### config.mk
export PLATFORM = sky130hd
export DESIGN_NAME = smp_clk_gen
export DESIGN_NICKNAME = d
export VERILOG_FILES = /design/src/rtl/sclk_pkg.sv /design/src/rtl/sclk_rate_dec.sv /design/src/rtl/sclk_side.sv /design/src/rtl/smp_clk_gen.sv
export SDC_FILE = /design/constraint.sdc
export NUM_CORES = 1
export LEC_CHECK = 0
export BUFFER_PORTS_ARGS = -buffer_cell sky130_fd_sc_hd__buf_2
export CORE_ASPECT_RATIO = 1.1
export CORE_UTILIZATION = 50
export DETAILED_ROUTE_END_ITERATION = 16
export GPL_TIMING_DRIVEN = 0
export PLACE_DENSITY_LB_ADDON = 0.25
export REMOVE_ABC_BUFFERS = 1
export SLEW_MARGIN = 20
export SYNTH_ARGS = -nofsm -noshare
export SYNTH_HDL_FRONTEND = slang
export SYNTH_SLANG_ARGS = --single-unit
### constraint.sdc
create_clock -name clk_i -period 6.7 [get_ports clk_i]
set_clock_uncertainty 0.2 [all_clocks]
set_input_delay 0.67 -clock clk_i [delete_from_list [all_inputs] [get_ports clk_i]]
set_output_delay 0.67 -clock clk_i [all_outputs]
set_load 0.02 [all_outputs]
### src/rtl/sclk_pkg.sv
package sclk_pkg;
  localparam int unsigned MAX_DIV  = 12;
  localparam int unsigned DIV_W    = $clog2(MAX_DIV + 1);
  localparam logic [2:0]  DEF_CODE = 3'b010;

  function automatic logic [DIV_W-1:0] code_div(input logic [2:0] c);
    logic [DIV_W-1:0] d;
    case (c)
      3'd0:    d = DIV_W'(2);
      3'd1:    d = DIV_W'(3);
      3'd2:    d = DIV_W'(4);
      3'd3:    d = DIV_W'(6);
      3'd4:    d = DIV_W'(8);
      3'd5:    d = DIV_W'(12);
      default: d = '0;
    endcase
    return d;
  endfunction
endpackage

### src/rtl/sclk_rate_dec.sv
module sclk_rate_dec
  import sclk_pkg::*;
#(
  parameter bit FAST_OK = 1'b1
) (
  input  logic [2:0]       code_i,
  output logic [DIV_W-1:0] div_o,
  output logic             ok_o
);
  assign div_o = code_div(code_i);

  generate
    if (FAST_OK) begin : g_fast
      assign ok_o = (code_i <= 3'd5);
    end else begin : g_slow
      assign ok_o = (code_i >= 3'd2) && (code_i <= 3'd5);
    end
  endgenerate
endmodule

### src/rtl/sclk_side.sv
module sclk_side
  import sclk_pkg::*;
#(
  parameter int unsigned FRAME_BCLKS = 64,
  parameter bit          PLAY_SIDE   = 1'b1
) (
  input  logic       clk_i,
  input  logic       rst_ni,
  input  logic [2:0] code_i,
  output logic       lr_o,
  output logic       bclk_o,
  output logic       err_o
);
  localparam int unsigned HALF  = FRAME_BCLKS / 2;
  localparam int unsigned CNT_W = $clog2(MAX_DIV * FRAME_BCLKS);

  logic [CNT_W-1:0] rem_q, rem_d;
  logic [DIV_W-1:0] bc_q, bc_d, div_q, div_d, sel_div;
  logic             run_q, run_d, err_q, err_d, sel_ok;
  logic             lr_q, lr_d, bclk_q, bclk_d;

  sclk_rate_dec #(.FAST_OK(PLAY_SIDE)) u_dec (
    .code_i(code_i),
    .div_o (sel_div),
    .ok_o  (sel_ok)
  );

  always_comb begin
    rem_d = rem_q - CNT_W'(1);
    bc_d  = (bc_q == '0) ? div_q - DIV_W'(1) : bc_q - DIV_W'(1);
    div_d = div_q;
    run_d = run_q;
    err_d = err_q;
    if (rem_q == '0) begin
      if (sel_ok) begin
        div_d = sel_div;
        rem_d = CNT_W'(32'(sel_div) * FRAME_BCLKS - 32'd1);
        bc_d  = sel_div - DIV_W'(1);
        run_d = 1'b1;
        err_d = 1'b0;
      end else if (PLAY_SIDE) begin
        // bad playback code: keep running at the held length
        rem_d = CNT_W'(32'(div_q) * FRAME_BCLKS - 32'd1);
        bc_d  = div_q - DIV_W'(1);
        run_d = 1'b1;
      end else begin
        // bad capture code: park and retry next cycle
        rem_d = '0;
        bc_d  = '0;
        run_d = 1'b0;
        err_d = 1'b1;
      end
    end
    lr_d   = run_d && (rem_d < CNT_W'(32'(div_d) * HALF));
    bclk_d = run_d && (bc_d < (div_d >> 1));
  end

  always_ff @(posedge clk_i or negedge rst_ni) begin
    if (!rst_ni) begin
      rem_q  <= '0;
      bc_q   <= '0;
      div_q  <= code_div(DEF_CODE);
      run_q  <= 1'b0;
      err_q  <= 1'b0;
      lr_q   <= 1'b0;
      bclk_q <= 1'b0;
    end else begin
      rem_q  <= rem_d;
      bc_q   <= bc_d;
      div_q  <= div_d;
      run_q  <= run_d;
      err_q  <= err_d;
      lr_q   <= lr_d;
      bclk_q <= bclk_d;
    end
  end

  assign lr_o   = lr_q;
  assign bclk_o = bclk_q;

  generate
    if (PLAY_SIDE) begin : g_no_err
      logic unused_err;
      assign unused_err = err_q;
      assign err_o      = 1'b0;
    end else begin : g_err
      assign err_o = err_q;
    end
  endgenerate
endmodule

### src/rtl/smp_clk_gen.sv
module smp_clk_gen #(
  parameter int unsigned FRAME_BCLKS = 64
) (
  input  logic       clk_i,
  input  logic       rst_ni,
  input  logic [2:0] play_rate_i,
  input  logic [2:0] cap_rate_i,
  output logic       bclk_o,
  output logic       play_lrclk_o,
  output logic       cap_lrclk_o,
  output logic       cap_err_o
);
  logic play_err, cap_bclk;
  logic unused_bits;

  sclk_side #(.FRAME_BCLKS(FRAME_BCLKS), .PLAY_SIDE(1'b1)) u_play (
    .clk_i (clk_i),
    .rst_ni(rst_ni),
    .code_i(play_rate_i),
    .lr_o  (play_lrclk_o),
    .bclk_o(bclk_o),
    .err_o (play_err)
  );

  sclk_side #(.FRAME_BCLKS(FRAME_BCLKS), .PLAY_SIDE(1'b0)) u_cap (
    .clk_i (clk_i),
    .rst_ni(rst_ni),
    .code_i(cap_rate_i),
    .lr_o  (cap_lrclk_o),
    .bclk_o(cap_bclk),
    .err_o (cap_err_o)
  );

  assign unused_bits = play_err ^ cap_bclk;
endmodule

==> flow_summary.json <==
{
  "coreArea_um2": 4050,
  "worst_pin_slew_ns": 0.826,
  "cts.sinks": 38,
  "dieArea_um2": 4610,
  "cap_violations": 0,
  "worstSetupPathType": "reg -> reg",
  "fin_util_pct": 57.9,
  "hold_path_class": "in -> async",
  "clkTransAtPathRegs_ns": 0.08,
  "die_w_um": 64.8,
  "routed_wl_mm": 3.99,
  "cts_tree": "built",
  "io_buffers": 11,
  "final_cells": 288,
  "antenna_found_initial": 0,
  "area_growth_pct": 8.25,
  "path_cells": "inv_1 -> ha_1 -> or3b_2 -> or4_4 -> nor2_1 -> nand2_1 -> o21ai_0 -> ha_1 -> a211oi_1 -> a31oi_1 -> nor4b_1",
  "start_util_pct": 53.5,
  "nFillCells": 373,
  "drive_above_1_share_pct": 11.0,
  "setup_tns_ns": 0,
  "die_h_um": 71.1,
  "postCtsHoldBufs": 0,
  "syn_area_per_cell_um2": 9.69,
  "ys.flop_type": "dfrtp_1",
  "detailroute.via_count": 1631,
  "outcome": "finished clean",
  "period_minus_slack_ns": 3.57,
  "critPathRequiredTime_ns": 6.69,
  "synth_area_um2": 2170,
  "synth-seq-cells": 38,
  "final_antenna_net_count": 0,
  "htree_levels": 2,
  "synth.area.top_cells": "dfrtp_1 (42%), ha_1 (9.8%), xnor2_1 (3.6%)",
  "rows": 24,
  "max_clock_freq_mhz": 280,
  "grt_max_degree": 39,
  "rsz0062_at_grt": "no",
  "postCtsSetupRepairBufs": 0,
  "yosysUniqueCellTypes": 45,
  "cts-resized-gates": 0,
  "grt_pass1_wl_mm": 7.03,
  "power.density_nw_per_um2": 284,
  "worstSetupEndpointType": "register",
  "track_usage_pct": 20.1,
  "ir_worst_vdd_v": 0.000152,
  "slew_viol_final": 0,
  "gp_congestion": 0.785,
  "synth_edf_count": 0,
  "overflow": 0,
  "slew_headroom_pct": 44.9,
  "wl_per_cell_um": 13.9,
  "r2r_cells": 11,
  "p_total_uw": 668,
  "dr.first_iter.drc_count": 62,
  "power_leakage_nw": 1.08,
  "diodes": 0,
  "max_stage_delay_ns": 0.65,
  "cts_root_buf": "clkbuf_8",
  "finalSetupViolCount": 0,
  "grt_pass1_vias": 1618,
  "cp-start-kind": "register",
  "final_nets": 260,
  "postLayoutSetupSlackWorst_ns": 3.13,
  "crit_arrival_ns": 3.56,
  "placed_area_um2": 2250,
  "synth_warnings": 0,
  "cp_max_fo": 16,
  "final_area_um2": 2350,
  "fin_crit_sh_pct": 53.3,
  "post-place-ws_ns": 3.11,
  "crit_top_cell": "ha_1",
  "crit_slowest_cell": "or4_4",
  "async_flop_share_pct": 100,
  "clk_path_buf_depth": 2,
  "ios": 12,
  "cts_inserted_buffers": 5,
  "whs_ns": 0.269,
  "clk_latency_ns": 0.29,
  "drt-pass1-iter-count": 4,
  "hold_viol": 0,
  "dp_hpwl_mm": 2.93,
  "route.detailed.drc": 0,
  "yosysTopAreaCell": "dfrtp_1",
  "synth_top_area_share_pct": 41.5,
  "ys_seq_area_share_pct": 43.9,
  "syn_inst": 224,
  "placed_cells": 280,
  "vias_per_cell": 5.66
}
worst paths after layout:
path                       slack [ns]                 startpoint                         to
max in group asynchronous        5.51                     rst_ni  u_play.rem_q[5]$_DFF_PN0_
min reg2reg                      0.27      u_cap.run_q$_DFF_PN0_      u_cap.run_q$_DFF_PN0_
max reg2reg                      3.13  u_play.rem_q[0]$_DFF_PN0_      u_play.lr_o$_DFF_PN0_
min in group clk_i               0.27      u_cap.run_q$_DFF_PN0_      u_cap.run_q$_DFF_PN0_
max                              3.13  u_play.rem_q[0]$_DFF_PN0_      u_play.lr_o$_DFF_PN0_
min                              0.27                     rst_ni   u_cap.div_q[3]$_DFF_PN0_
synthesized netlist by cell type (all sizes together), types with 4 or more instances:
| cell | count |
|---|---|
| xnor2 | 9 |
| nand2 | 19 |
| inv | 20 |
| o21a | 4 |
| a31oi | 5 |
| nand3 | 7 |
| nor4 | 4 |
| nor2 | 12 |
| o21ai | 14 |
| clkbuf | 4 |
| nor3 | 7 |
| dfrtp | 36 |
| a21oi | 13 |
| ha | 17 |
| or4 | 5 |
| nand2b | 5 |
cells by family (layout without fill, tap and decap cells):
| logic type | after synthesis | in the layout | synth area share, % |
|---|---|---|---|
| buf+inv | 27 | 39 | 5.13 |
| xor+xnor | 12 | 12 | 4.84 |
| compound gates | 55 | 55 | 17.2 |
| flops | 38 | 38 | 43.9 |
| fa+ha+maj | 17 | 17 | 9.80 |
| mux | 4 | 4 | 1.90 |
| simple gates | 71 | 71 | 17.2 |
registers in the layout (all words and copies together), names as in the netlist:
name and cells:
u_play.bc_q 4, u_play.run_q 1, u_cap.rem_q 10, u_play.lr_o 1, u_play.rem_q 10, u_cap.err_o 1, u_cap.lr_o 1, u_cap.div_q 4
u_cap.run_q 1, u_play.div_q 4, u_play.bclk_o 1
area by class of cell:
type | count | area, um^2 | area share (%)
Clock buffer | 6 | 82.6 | 3.52
Clock inverter | 2 | 12.5 | 0.533
Inverter | 20 | 75.1 | 3.20
Multi-Input combinational cell | 159 | 1100 | 47.0
Sequential cell | 38 | 953 | 40.6
Tap cell | 52 | 65.1 | 2.77
Timing Repair Buffer | 11 | 55.1 | 2.34
layout by cell type, fill, tap and decap left out, types with 3 or more instances in the layout:
master	instances
nand2_1	19
nor4_1	4
mux2i_1	3
nand2b_1	5
xnor2_1	9
nand3_1	7
nor4b_1	3
o21ai_0	14
inv_1	20
a31oi_1	5
dfrtp_1	36
nor3_1	7
nor2_1	12
ha_1	17
clkbuf_8	6
or4_1	4
xor2_1	3
buf_2	11
a21oi_1	13
o21a_1	4
where the power goes:
| group | total (mW) | internal (mW) | switching [mW] |
|---|---|---|---|
| registers | 0.310 | 0.271 | 0.0392 |
| logic | 0.193 | 0.0915 | 0.102 |
| clock network | 0.165 | 0.0827 | 0.0823 |
| total | 0.668 | 0.445 | 0.223 |
layer usage:
layer | GRT usage (%) | part of all wire [%] | up-vias
met4 | 9.14 | 1.6 | 0
li1 | - | - | 817
met3 | 4.84 | 3.0 | 6
met1 | 24.1 | 47 | 785
met5 | 0 | 0 | -
met2 | 33.7 | 48 | 23
worst max-delay path: cells and delay by family, from the launching register on:
kind,cells,cell delay (ns)
flip-flops,1,0.40
AND/OR/NAND/NOR,5,1.79
buffers and inverters,1,0.06
AO/OA/AOI/OAI,3,0.54
adder cells (fa/ha/maj),2,0.47
Power figures use the tool's default switching activity.
